===== src/rtl/adc_seq_pkg.sv =====
`timescale 1ns/1ps
package adc_seq_pkg;
   typedef enum logic [2:0] {
      ST_IDLE,
      ST_ISSUE,
      ST_WAIT,
      ST_SEND,
      ST_PAUSE
   } seq_state_e;
endpackage


===== src/rtl/adc_seq_pick.sv =====
`timescale 1ns/1ps
// Lowest set mask bit at or above a floor index.
module adc_seq_pick #(
   parameter int NUM_CH = 28,
   parameter int IDX_W  = $clog2(NUM_CH),
   parameter int LO_W   = IDX_W + 1
) (
   input  logic [NUM_CH-1:0] mask,
   input  logic [LO_W-1:0]   lo,
   output logic              found,
   output logic [IDX_W-1:0]  idx
);
   always_comb begin
      found = 1'b0;
      idx   = '0;
      for (int i = NUM_CH - 1; i >= 0; i--) begin
         if (mask[i] && (i >= int'(lo))) begin
            found = 1'b1;
            idx   = IDX_W'(i);
         end
      end
   end
endmodule


===== src/rtl/adc_seq_timer.sv =====
`timescale 1ns/1ps
// Pause counter: done when DLY ticks of 2**PS_LOG2 clocks have elapsed.
module adc_seq_timer #(
   parameter int DLY_W   = 8,
   parameter int PS_LOG2 = 4
) (
   input  logic             clk,
   input  logic             rst_n,
   input  logic             run,
   input  logic [DLY_W-1:0] dly,
   output logic             done
);
   localparam int CNT_W = DLY_W + PS_LOG2;

   logic [CNT_W-1:0] cnt_q;
   logic [CNT_W-1:0] target;

   generate
      if (PS_LOG2 > 0) begin : g_prescaled
         assign target = {dly, {PS_LOG2{1'b0}}};
      end else begin : g_direct
         assign target = dly;
      end
   endgenerate

   assign done = (cnt_q == target);

   always_ff @(posedge clk or negedge rst_n) begin
      if (!rst_n)      cnt_q <= '0;
      else if (!run)   cnt_q <= '0;
      else if (!done)  cnt_q <= cnt_q + CNT_W'(1);
   end
endmodule


===== src/rtl/adc_scan_seq.sv =====
`timescale 1ns/1ps
module adc_scan_seq #(
   parameter int NUM_CH   = 28,
   parameter int DATA_W   = 16,
   parameter int NEG_W    = 5,
   parameter int NUM_DIFF = 4,
   parameter int DLY_W    = 8,
   parameter int PS_LOG2  = 4,
   localparam int CH_W    = $clog2(NUM_CH),
   localparam int LO_W    = CH_W + 1
) (
   input  logic                      clk,
   input  logic                      rst_n,
   input  logic [1:0]                cfg_start,
   input  logic [NUM_CH-1:0]         cfg_chan_en,
   input  logic [DLY_W-1:0]          cfg_delay,
   input  logic [NUM_DIFF*NEG_W-1:0] cfg_neg_sel,
   input  logic                      cfg_buf_en,
   output logic                      conv_req,
   output logic [CH_W-1:0]           conv_pos,
   output logic [NEG_W-1:0]          conv_neg,
   output logic                      conv_buf,
   input  logic                      conv_done,
   input  logic [DATA_W-1:0]         conv_data,
   output logic                      res_valid,
   input  logic                      res_ready,
   output logic [CH_W-1:0]           res_chan,
   output logic [DATA_W-1:0]         res_data,
   output logic                      eos_irq
);
   import adc_seq_pkg::*;

   generate
      if (NUM_CH < 2 || NUM_CH > 32) begin : g_bad_ch
         $error("NUM_CH must lie in 2..32");
      end
      if (2 * NUM_DIFF > NUM_CH) begin : g_bad_diff
         $error("differential channels exceed channel count");
      end
      if (DLY_W < 1 || PS_LOG2 < 0) begin : g_bad_dly
         $error("bad pause timer geometry");
      end
   endgenerate

   seq_state_e          state_q, state_d;
   logic [CH_W-1:0]     cur_q, cur_d;
   logic                buf_q, buf_d;
   logic [DATA_W-1:0]   data_q, data_d;
   logic                irq_q, irq_d;
   logic                run_q;
   logic                run;
   logic [LO_W-1:0]     floor_idx;
   logic                nxt_found;
   logic [CH_W-1:0]     nxt_idx;
   logic                pause_done;
   logic [NEG_W-1:0]    neg_field [NUM_DIFF];
   logic [NEG_W-1:0]    neg_sel;

   assign run = (cfg_start == 2'b11);

   // Search floor: one above the current channel while stepping, else zero.
   assign floor_idx = (state_q == ST_SEND) ? (LO_W'(cur_q) + LO_W'(1)) : '0;

   adc_seq_pick #(.NUM_CH(NUM_CH), .IDX_W(CH_W), .LO_W(LO_W)) u_pick (
      .mask  (cfg_chan_en),
      .lo    (floor_idx),
      .found (nxt_found),
      .idx   (nxt_idx)
   );

   adc_seq_timer #(.DLY_W(DLY_W), .PS_LOG2(PS_LOG2)) u_timer (
      .clk   (clk),
      .rst_n (rst_n),
      .run   (state_q == ST_PAUSE),
      .dly   (cfg_delay),
      .done  (pause_done)
   );

   genvar k;
   generate
      for (k = 0; k < NUM_DIFF; k++) begin : g_neg
         assign neg_field[k] = cfg_neg_sel[k*NEG_W +: NEG_W];
      end
   endgenerate

   always_comb begin
      neg_sel = '0;
      for (int j = 0; j < NUM_DIFF; j++) begin
         if (cur_q == CH_W'(2 * j)) neg_sel = neg_field[j];
      end
   end

   always_comb begin
      state_d = state_q;
      cur_d   = cur_q;
      buf_d   = buf_q;
      data_d  = data_q;
      irq_d   = 1'b0;
      unique case (state_q)
         ST_IDLE: begin
            if (run && !run_q) begin
               if (nxt_found) begin
                  state_d = ST_ISSUE;
                  cur_d   = nxt_idx;
                  buf_d   = cfg_buf_en;
               end else begin
                  irq_d = 1'b1;
               end
            end
         end
         ST_ISSUE: state_d = run ? ST_WAIT : ST_IDLE;
         ST_WAIT: begin
            if (conv_done) begin
               data_d  = conv_data;
               state_d = ST_SEND;
            end
         end
         ST_SEND: begin
            if (res_ready) begin
               if (!run) begin
                  state_d = ST_IDLE;
               end else if (nxt_found) begin
                  state_d = ST_ISSUE;
                  cur_d   = nxt_idx;
               end else begin
                  state_d = ST_PAUSE;
                  irq_d   = 1'b1;
               end
            end
         end
         ST_PAUSE: begin
            if (!run) begin
               state_d = ST_IDLE;
            end else if (pause_done) begin
               if (nxt_found) begin
                  state_d = ST_ISSUE;
                  cur_d   = nxt_idx;
                  buf_d   = cfg_buf_en;
               end else begin
                  state_d = ST_IDLE;
                  irq_d   = 1'b1;
               end
            end
         end
         default: state_d = ST_IDLE;
      endcase
   end

   always_ff @(posedge clk or negedge rst_n) begin
      if (!rst_n) begin
         state_q <= ST_IDLE;
         cur_q   <= '0;
         buf_q   <= 1'b0;
         data_q  <= '0;
         irq_q   <= 1'b0;
         run_q   <= 1'b0;
      end else begin
         state_q <= state_d;
         cur_q   <= cur_d;
         buf_q   <= buf_d;
         data_q  <= data_d;
         irq_q   <= irq_d;
         run_q   <= run;
      end
   end

   assign conv_req  = (state_q == ST_ISSUE) && run;
   assign conv_pos  = cur_q;
   assign conv_neg  = neg_sel;
   assign conv_buf  = buf_q;
   assign res_valid = (state_q == ST_SEND);
   assign res_chan  = cur_q;
   assign res_data  = data_q;
   assign eos_irq   = irq_q;
endmodule


===== config.mk =====
export PLATFORM = sky130hd
export DESIGN_NAME = adc_scan_seq
export DESIGN_NICKNAME = d
export VERILOG_FILES = /design/src/rtl/adc_seq_pkg.sv /design/src/rtl/adc_seq_pick.sv /design/src/rtl/adc_seq_timer.sv /design/src/rtl/adc_scan_seq.sv
export SDC_FILE = /design/constraint.sdc
export NUM_CORES = 1
export LEC_CHECK = 0
export CORE_MARGIN = 2
export CORE_UTILIZATION = 38
export DETAILED_ROUTE_END_ITERATION = 7
export GPL_TIMING_DRIVEN = 0
export PLACE_DENSITY = 0.72
export SYNTH_ARGS = -nofsm -noshare
export SYNTH_HDL_FRONTEND = slang
export SYNTH_SLANG_ARGS = --single-unit

===== constraint.sdc =====
create_clock -name clk -period 3.4 [get_ports clk]
set_input_delay 0.68 -clock clk [delete_from_list [all_inputs] [get_ports clk]]
set_output_delay 0.68 -clock clk [all_outputs]
set_load 0.02 [all_outputs]

==> impl_metrics.py <==
metrics = {
    "die": {
        "dieArea_um2": 9340,
        "fp.dieW_um": 96.7,
        "pin_count": 114,
        "start_util": 0.395,
        "rows": 33,
        "core_area_um2": 8260,
        "die_h_um": 96.7,
    },
    "power": {
        "p_sw_uw": 1480,
        "power_uw": 3310,
        "vdd_drop_max_uv": 437,
        "power_frac_seq": 0.225,
        "swShare": 0.446,
        "pwr-share-comb": 0.655,
        "clock_power_share": 0.120,
        "power.density_nw_per_um2": 688,
        "intPower_uw": 1830,
        "leakagePower_uw": 0.00191,
    },
    "timing": {
        "period_needed_ns": 3.24,
        "clock-skew-final_ns": 0.00722,
        "period_share": 0.953,
        "hold_violations": 0,
        "tightest_slew_ns": 0.956,
        "slew_headroom": 0.362,
        "slew_viol_final": 0,
        "setup_violations": 0,
        "hold_ws_ns": 0.489,
        "max_freq_ghz": 0.309,
    },
    "finish": {
        "nets": 573,
        "drive_above_1_share": 0.198,
        "final_cell_mix": "clkdlybuf4s50_1 (107), dfrtp_1 (37), nor2_1 (34), nand2_1 (27), mux2_2 (16)",
        "antenna_cells": 0,
        "final_common_cell": "clkdlybuf4s50_1",
        "ff_latch_area_um2": 978,
        "fillers": 756,
        "multi_input_area_um2": 2190,
        "synthToLayoutAreaGrowth_pct": 47.5,
    },
    "clocking": {
        "htree_levels": 2,
        "cts_buffer_depth": 2,
        "clk_latency_ns": 0.29,
        "cts_sinks": 39,
        "path_clk_slew_ns": 0.08,
        "cts_tree": "built",
        "ctsRootBufferMaster": "clkbuf_8",
        "cts_buffers": 5,
    },
    "synthesis": {
        "synth_top_area_frac": 0.299,
        "yosysUniqueCellTypes": 85,
        "ys_seq_area_frac": 0.299,
        "yosysWarnings": 0,
        "ys.flop_type": "dfrtp_1",
        "synth_area_um2": 3260,
        "synthesis.instances": 363,
        "synth-edff-count": 0,
        "synth_nets": 447,
        "yosys-top-cells-area": "dfrtp_1 (30%), mux2_2 (5.5%), nor2_1 (4.3%), nand2_1 (3.2%), xor2_1 (3.2%)",
        "synth_largest_area_cell": "dfrtp_1",
        "postSynthAreaPerCell_um2": 8.99,
        "synth-seq-cells": 39,
        "async_reset_ff_frac": 1.00,
    },
    "setup_path": {
        "cp-startpoint": "conv_pos[0]",
        "endpoint": "conv_neg[3]",
        "crit_arrival_ns": 2.56,
        "reg2reg_slack_ns": 0.19,
        "timing.reg2reg.worst_path_depth": 12,
        "critical_path.endpoint_type": "output port",
        "worstReg2RegEnd": "conv_buf",
        "rr_startpoint": "conv_pos[0]",
        "worstSetupPathType": "register to output port",
        "worstPathRequired_ns": 2.72,
        "start_kind": "register",
        "cp_max_fo": 10,
    },
    "detailed_routing": {
        "dr.pass1.iters": 4,
        "drtIter0Drc": 190,
        "wirelength_mm": 9.83,
        "via_per_inst": 5.62,
        "wl_per_cell_um": 16.5,
        "vias": 3341,
        "antenna_left": 0,
        "remaining_drc_errors": 0,
    },
    "global_routing": {
        "track_usage": 0.203,
        "grt.overflow.total": 0,
        "antenna_found_initial": 0,
        "first_global_vias": 3209,
        "grt_max_degree": 40,
        "grt_pass1_wl_mm": 15.9,
    },
    "placement": {
        "port_buffers": 113,
        "hpwl_mm": 7.56,
        "place.gp.congestion": 0.945,
    },
    "hold_path": {
        "hp-class": "input pin to async pin",
    },
    "flow_run": {
        "maxCapViolCount": 0,
    },
    "run_status": {
        "status": "finished clean",
    },
}
[metal layers]
layer  vias up  wire (um)  global-route usage
li1       1605          -                   -
met1      1588       4500               0.293
met3        14        620              0.0354
met2       134       4580               0.319
met5         -          0                   0
met4         0        123              0.0466
[worst min path at each step]
stage | endpoint | cells after the start | slack [ns] | start
after floorplan | conv_buf | 0 | 0.38 | rst_n
after global placement | conv_buf | 1 | 0.48 | conv_buf
after detailed placement | conv_buf | 1 | 0.49 | conv_buf
after CTS | conv_buf | 1 | 0.51 | conv_buf
after global routing | res_data[15] | 1 | 0.53 | res_data[15]
final | res_data[10] | 1 | 0.49 | rst_n
[registers in the layout, indices dropped and copies added, names as in the netlist]
register / flops
state_q: 3
conv_pos: 5
run_q: 1
u_timer.cnt_q: 12
eos_irq: 1
conv_buf: 1
res_data: 16
[cell families after synthesis]
logic type / Yosys count / share of synthesized area
DFF: 39 / 0.299
and+or+nand+nor: 132 / 0.222
xor gates and xnor gates: 23 / 0.0687
AOI/OAI and AO/OA: 108 / 0.256
muxes: 20 / 0.0679
adders and majority gates: 6 / 0.0222
buffers and inverters: 35 / 0.0637
[stage by stage]
step / instance area [um^2] / utilization / instances / setup WS, ns / setup TNS, ns
after floorplan: 3260 / - / 363 / 0.102 / 0
after CTS: 4680 / 0.567 / 591 / -0.138 / -0.138
after global placement: 4530 / 0.548 / 581 / -0.645 / -3.80
final: 4810 / 0.583 / 595 / 0.159 / 0
after global routing: 4810 / 0.583 / 595 / -0.0279 / -0.0489
after detailed placement: 4520 / 0.547 / 581 / -0.673 / -4.39
[synth_stat cells (5+ instances only)]
cell type	instances
mux2_2	16
a31oi_1	11
buf_4	8
xor2_1	12
nand2_1	28
a21oi_1	15
nand2b_1	5
o21ai_0	12
nor2_1	37
dfrtp_1	39
o211ai_1	6
xnor2_1	8
a22oi_1	6
inv_1	12
ha_1	5
nand3_1	13
and3_1	7
nor3_1	6
[cell type report]
| class | instances | area share |
|---|---|---|
| multi-input combinational | 289 | 0.455 |
| timing repair buffer | 119 | 0.242 |
| sequential | 39 | 0.203 |
| buffer | 20 | 0.0354 |
| tap | 105 | 0.0273 |
| clock buffer | 6 | 0.0172 |
| inverter | 15 | 0.0117 |
| clock inverter | 2 | 0.00728 |
[power by group through the flow]
| stage | registers (uW) | logic, uW | clock network, uW |
|---|---|---|---|
| 6_report | 746 | 2170 | 397 |
| 5_1_grt | 767 | 2310 | 426 |
| 4_1_cts | 738 | 2040 | 406 |
| 3_5_place_dp | 746 | 2000 | 0 |
| 3_3_place_gp | 738 | 1970 | 0 |
| 2_1_floorplan | 884 | 1080 | 0 |
[timing repair]
action	in CTS	in global routing
gates resized for setup	15	22
buffers inserted	2	4
endpoints found under the setup margin	14	12
hold buffers	0	0
pin swaps	1	3
endpoints found under the hold margin	0	0
[critical path, stage by stage (launching register included)]
cell	delay, ns
dfrtp_2	0.44
buf_6	0.19
buf_6	0.17
inv_1	0.11
ha_1	0.27
nor4bb_4	0.34
buf_4	0.16
a22oi_1	0.06
a31oi_1	0.17
dlygate4sd2_1	0.36
(Power assumes the default switching activity.)
